`config.mk`:
```
export PLATFORM = sky130hd
export DESIGN_NAME = mux_carry_adder
export DESIGN_NICKNAME = d
export VERILOG_FILES = /design/src/rtl/mcra_pkg.sv /design/src/rtl/mcra_cell.sv /design/src/rtl/mcra_chain.sv /design/src/rtl/mcra_flags.sv /design/src/rtl/mux_carry_adder.sv
export SDC_FILE = /design/constraint.sdc
export NUM_CORES = 1
export LEC_CHECK = 0
export BUFFER_PORTS_ARGS = -buffer_cell sky130_fd_sc_hd__buf_4
export CORE_UTILIZATION = 50
export DETAILED_ROUTE_END_ITERATION = 8
export MAX_ROUTING_LAYER = met4
export PLACE_DENSITY = 0.91
export SLEW_MARGIN = 10
export SYNTH_ARGS = -nofsm -noshare
export SYNTH_HDL_FRONTEND = slang
export SYNTH_SLANG_ARGS = --single-unit
```
`constraint.sdc`:
```
create_clock -name vclk -period 10
set_input_delay 2 -clock vclk [all_inputs]
set_output_delay 2 -clock vclk [all_outputs]
set_load 0.03 [all_outputs]
```
`src/rtl/mcra_pkg.sv`:
```
package mcra_pkg;

    // Smallest operand width for which a carry into the top bit exists
    localparam int MIN_K = 2;

    // The two carries around the most significant cell
    typedef struct packed {
        logic into_msb;
        logic out_of_msb;
    } top_carries_t;

endpackage

```
`src/rtl/mcra_cell.sv`:
```
// One bit position: propagate-steered carry multiplexer plus sum.
module mcra_cell (
    input  logic x_bit,
    input  logic y_bit,
    input  logic c_in,
    output logic s_bit,
    output logic c_out
);

    logic prop;

    always_comb begin
        prop  = x_bit ^ y_bit;
        // Propagate passes the incoming carry; otherwise the y bit generates
        // (or kills) the carry.
        c_out = prop ? c_in : y_bit;
        s_bit = prop ^ c_in;
    end

endmodule

```
`src/rtl/mcra_chain.sv`:
```
// Ripple chain of mux-carry cells, bit 0 first.
module mcra_chain #(
    parameter int W = 16
) (
    input  logic                       [W-1:0] a_vec,
    input  logic                       [W-1:0] b_vec,
    input  logic                               c0,
    output logic                       [W-1:0] s_vec,
    output mcra_pkg::top_carries_t             tops
);

    // carry[i] is the carry into bit i; carry[W] leaves the chain
    logic [W:0] carry;

    assign carry[0] = c0;

    for (genvar i = 0; i < W; i++) begin : g_bit
        mcra_cell cell_i (
            .x_bit (a_vec[i]),
            .y_bit (b_vec[i]),
            .c_in  (carry[i]),
            .s_bit (s_vec[i]),
            .c_out (carry[i+1])
        );
    end

    assign tops.into_msb   = carry[W-1];
    assign tops.out_of_msb = carry[W];

endmodule

```
`src/rtl/mcra_flags.sv`:
```
// Carry-out, top carry and signed overflow from the two top carries.
module mcra_flags (
    input  mcra_pkg::top_carries_t tops,
    output logic                   c_out,
    output logic                   c_top,
    output logic                   ovf
);

    always_comb begin
        c_out = tops.out_of_msb;
        c_top = tops.into_msb;
        ovf   = tops.out_of_msb ^ tops.into_msb;
    end

endmodule

```
`src/rtl/mux_carry_adder.sv`:
```
// K-bit ripple adder built from mux-carry cells, with overflow.
module mux_carry_adder #(
    parameter int K = 16
) (
    input  logic [K-1:0] op_a,
    input  logic [K-1:0] op_b,
    input  logic         carry_in,
    output logic [K-1:0] sum_out,
    output logic         carry_out,
    output logic         top_carry,
    output logic         ovf_out
);

    mcra_pkg::top_carries_t tops;

    mcra_chain #(.W(K)) chain_i (
        .a_vec (op_a),
        .b_vec (op_b),
        .c0    (carry_in),
        .s_vec (sum_out),
        .tops  (tops)
    );

    mcra_flags flags_i (
        .tops  (tops),
        .c_out (carry_out),
        .c_top (top_carry),
        .ovf   (ovf_out)
    );

endmodule

```
; ---- Word level (Yosys, flattened, before mapping)
; Index checks and enable logic that the tools add are counted.
[totals]
register_bits = 0
latchBits = 0
mem_bits_rw = 0
rom_bits = 0
input_bits = 33
out_inout_bits = 19
elab_cells = 49
n_memories = 0
[op_classes]
addsub = 0
n_mul = 0
n_div = 0
magnitude_cmp = 0
n_eq_ne = 0
shift = 0
muxes = 16
n_bitwise = 33
reduce_logical = 0
[ops]
columns = op, n
row1 = $xor A1 B1 Y1, 33
row2 = $mux W1, 16

; ---- Longest topological paths before layout
[logic_depth]
depth_word = 18
depth_mapped = 13

; ---- By module
; From an unflattened synthesis, not the netlist that was laid out.
[hier_totals]
cells_unflattened = 37
hier_area_um2 = 579.3
[modules_own_cells]
columns = mod, n_inst, cells_each, area_each_um2
row1 = mcra_cell, 16, 2, 33.8
row2 = mcra_flags, 1, 3, 23.8
row3 = mcra_chain, 1, 2, 15.0

; ---- Worst setup path before layout
; No wires, ideal clock.
[synth_timing]
path_kind = input -> output
start = in op_a[0]
end = out carry_out
arrival_ns = 5.078
setup_slack_ns = 2.922
cell_stages = 12
path_buffers = 0
cell_sequence = a21oi_1 > o2bb2a_4 > a21oi_1 > a21oi_2 > a222oi_1 > o31a_1 > maj3_4 > o311ai_2 > and2_4 > maj3_2 > fa_1 > o21ai_0
[synth_between]
elab_chain_cells = 17
[synth_lines]
columns = element, line_no
row1 = "start, declared", mux_carry_adder.sv:5  ; input logic [K-1:0] op_a,
row2 = $xor A1 B1 Y1, mcra_cell.sv:13  ; prop = x_bit ^ y_bit;
row3 = $mux W1 (16 in a row), mcra_cell.sv:16  ; c_out = prop ? c_in : y_bit;
row4 = "end, declared", mux_carry_adder.sv:9  ; output logic carry_out,
; No other way between the ends.

; ---- Worst setup path after layout
; Same ends and word-level chain as after synthesis.

==> flow_metrics.tcl <==
set metrics [dict create \
    status "finished with violations" \
    failed_checks "DRC" \
    grt_setup_unrepaired "false" \
    gp_congestion 0.756 \
    cpPeakStageDelay_ns 0.38 \
    top_layer "met3" \
    wire_per_inst_microns 10.8 \
    ff_latch_area_sq_um 0 \
    crit_arrival_ns 5.03 \
    cpMaxStageDelayCell "a222oi_1" \
    yosysWarningCount 0 \
    vias 866 \
    cts_setup_buffers 0 \
    end_kind "output pin" \
    drive_gt1_frac 0.470 \
    leakagePower_nw 0.534 \
    dpl.hpwl_microns 1610 \
    design.core.area_sq_um 1560 \
    path_cells "buf_4 > a21oi_1 > o2bb2a_4 > a21oi_1 > a21oi_2 > a222oi_1 > o31a_1 > maj3_4 > o311ai_2 > and2_4 > maj3_2 > fa_1 > o21ai_0 > buf_4" \
    cts_resized 0 \
    critical_path_class "in2out" \
    ys_types 36 \
    ant_nets 0 \
    antenna_found_initial 0 \
    hold_depth 3 \
    seq_cells 0 \
    stdcell_area_sq_um 1160 \
    drc 4 \
    synthCells 113 \
    die_w_microns 43.8 \
    dp_slack_ns 2.99 \
    initialDrtViolationCount 15 \
    max_freq_ghz 0.142 \
    crit_start "op_a[0]" \
    n_antenna_cell 0 \
    path_max_fanout 4 \
    min_period_over_period 0.703 \
    fin_util 0.746 \
    grt_pass1_vias 757 \
    grt_pass1_wl_microns 2950 \
    die-area_sq_um 1920 \
    initial_core_util 0.559 \
    grt_usage 0.193 \
    final_nets 186 \
    met2_length_microns 978 \
    maxSlewViolCount 0 \
    hold_viol 0 \
    peakVddDrop_v 0.0000520 \
    setup_slack_ns 2.97 \
    std_cell_rows 14 \
    grt-ovfl-total 0 \
    finalCriticalPeriod_ns 7.03 \
    synth_nets 148 \
    grt_max_degree 7 \
    ios 52 \
    portBuffers 52 \
    critPathRequiredTime_ns 8.00 \
    first_pass_iters 6 \
    cellPowerDensity_nw_per_um2 96.7 \
    area_growth_pct 33.3 \
    hold_path_class "in2out" \
    routed_wl_microns 1780 \
    critical_path.endpoint "carry_out" \
    relSlewSlack 0.761 \
    tns_ns 0 \
    nFillCells 131 \
    via_per_inst 5.25 \
    setup_violations 0 \
    max-cap-violations 0 \
    nClkBuffers 0 \
    avgSynthCellArea_sq_um 7.72 \
    power_w 0.000112 \
    post_dp_cell_area_sq_um 1160 \
    cts_hold_buf 0 \
    worst_pin_slew_ns 0.359 \
    die_y_microns 43.8 \
    wl_met3_microns 116 \
    met1_length_microns 681 \
    ys_seq_area_frac 0 \
    cp-start-kind "input pin" \
    syn-cell-area_sq_um 872 \
]
==> worst max-delay path, delay by kind of cell <==
kind / cells / cell delay [ns]
and+or+nand+nor: 1 / 0.19
adders and majority gates: 3 / 0.91
buffers and inverters: 2 / 0.30
AOI/OAI and AO/OA: 8 / 1.64
==> layout by cell type, fill, tap and decap left out, types with 3 or more instances in the layout <==
cell     count
or2_2        5
a21oi_1      4
buf_4       52
maj3_1       4
xor2_1       3
inv_1       13
xnor2_1     27
o21ai_0      6
nor2_1       3
nand2_1      3
==> cells by family (layout without fill, tap and decap cells) <==
family / after synthesis / after routing / share of synthesized area
AO/OA/AOI/OAI: 29 / 29 / 0.280
XOR/XNOR: 30 / 30 / 0.301
adder cells (fa/ha/maj): 8 / 8 / 0.112
buffers and inverters: 29 / 65 / 0.194
multiplexers: 1 / 1 / 0.0115
AND/OR/NAND/NOR: 16 / 16 / 0.102
==> report_power, final <==
group | switching (W) | internal, W | total, W
clock network | 0 | 0 | 0
logic | 0.0000622 | 0.0000502 | 0.000112
registers | 0 | 0 | 0
==> worst min path at each step <==
stage | start | to
2_1_floorplan | op_b[0] | sum_out[0]
3_3_place_gp | op_b[0] | sum_out[0]
3_5_place_dp | op_b[0] | sum_out[0]
4_1_cts | op_b[0] | sum_out[0]
5_1_grt | op_b[0] | sum_out[0]
6_report | op_b[0] | sum_out[0]
==> through the flow <==
step | std cells | hold WS (ns)
after global placement | 165 | 4.33
after global routing | 165 | 4.36
after CTS | 165 | 4.34
after floorplan | 113 | 4.20
final | 165 | 4.34
after detailed placement | 165 | 4.34
==> metal layers <==
layer,vias to the layer above,GRT usage
li1,442,-
met1,389,0.215
met2,35,0.388
met3,0,0.0125
met4,0,0
met5,-,-
==> cell type report <==
class                           instances  area, sq um  share of cell area
Multi-Input combinational cell         84          703               0.605
Inverter                               13         48.8              0.0420
Timing Repair Buffer                   52          390               0.336
Tap cell                               16         20.0              0.0172
==> cell usage after synthesis, drive strengths merged <==
cell type	instances	area share
a22oi	1	0.0086
o31a	2	0.020
a32o	1	0.011
o22ai	1	0.014
o2bb2a	1	0.023
a21oi	5	0.033
a211oi	2	0.023
a222oi	1	0.011
o21ai	8	0.055
or2	5	0.036
o211a	1	0.011
inv	13	0.056
xor2	3	0.030
and2	3	0.026
xnor2	27	0.27
ha	1	0.014
a211o	1	0.010
a21boi	1	0.0086
o311ai	1	0.019
or3	1	0.0086
o211ai	2	0.017
fa	1	0.023
nand3	1	0.0057
nor2	3	0.013
mux2i	1	0.011
buf	16	0.14
maj3	6	0.075
nand2	3	0.013
a31oi	1	0.014
(Power assumes the default switching activity.)
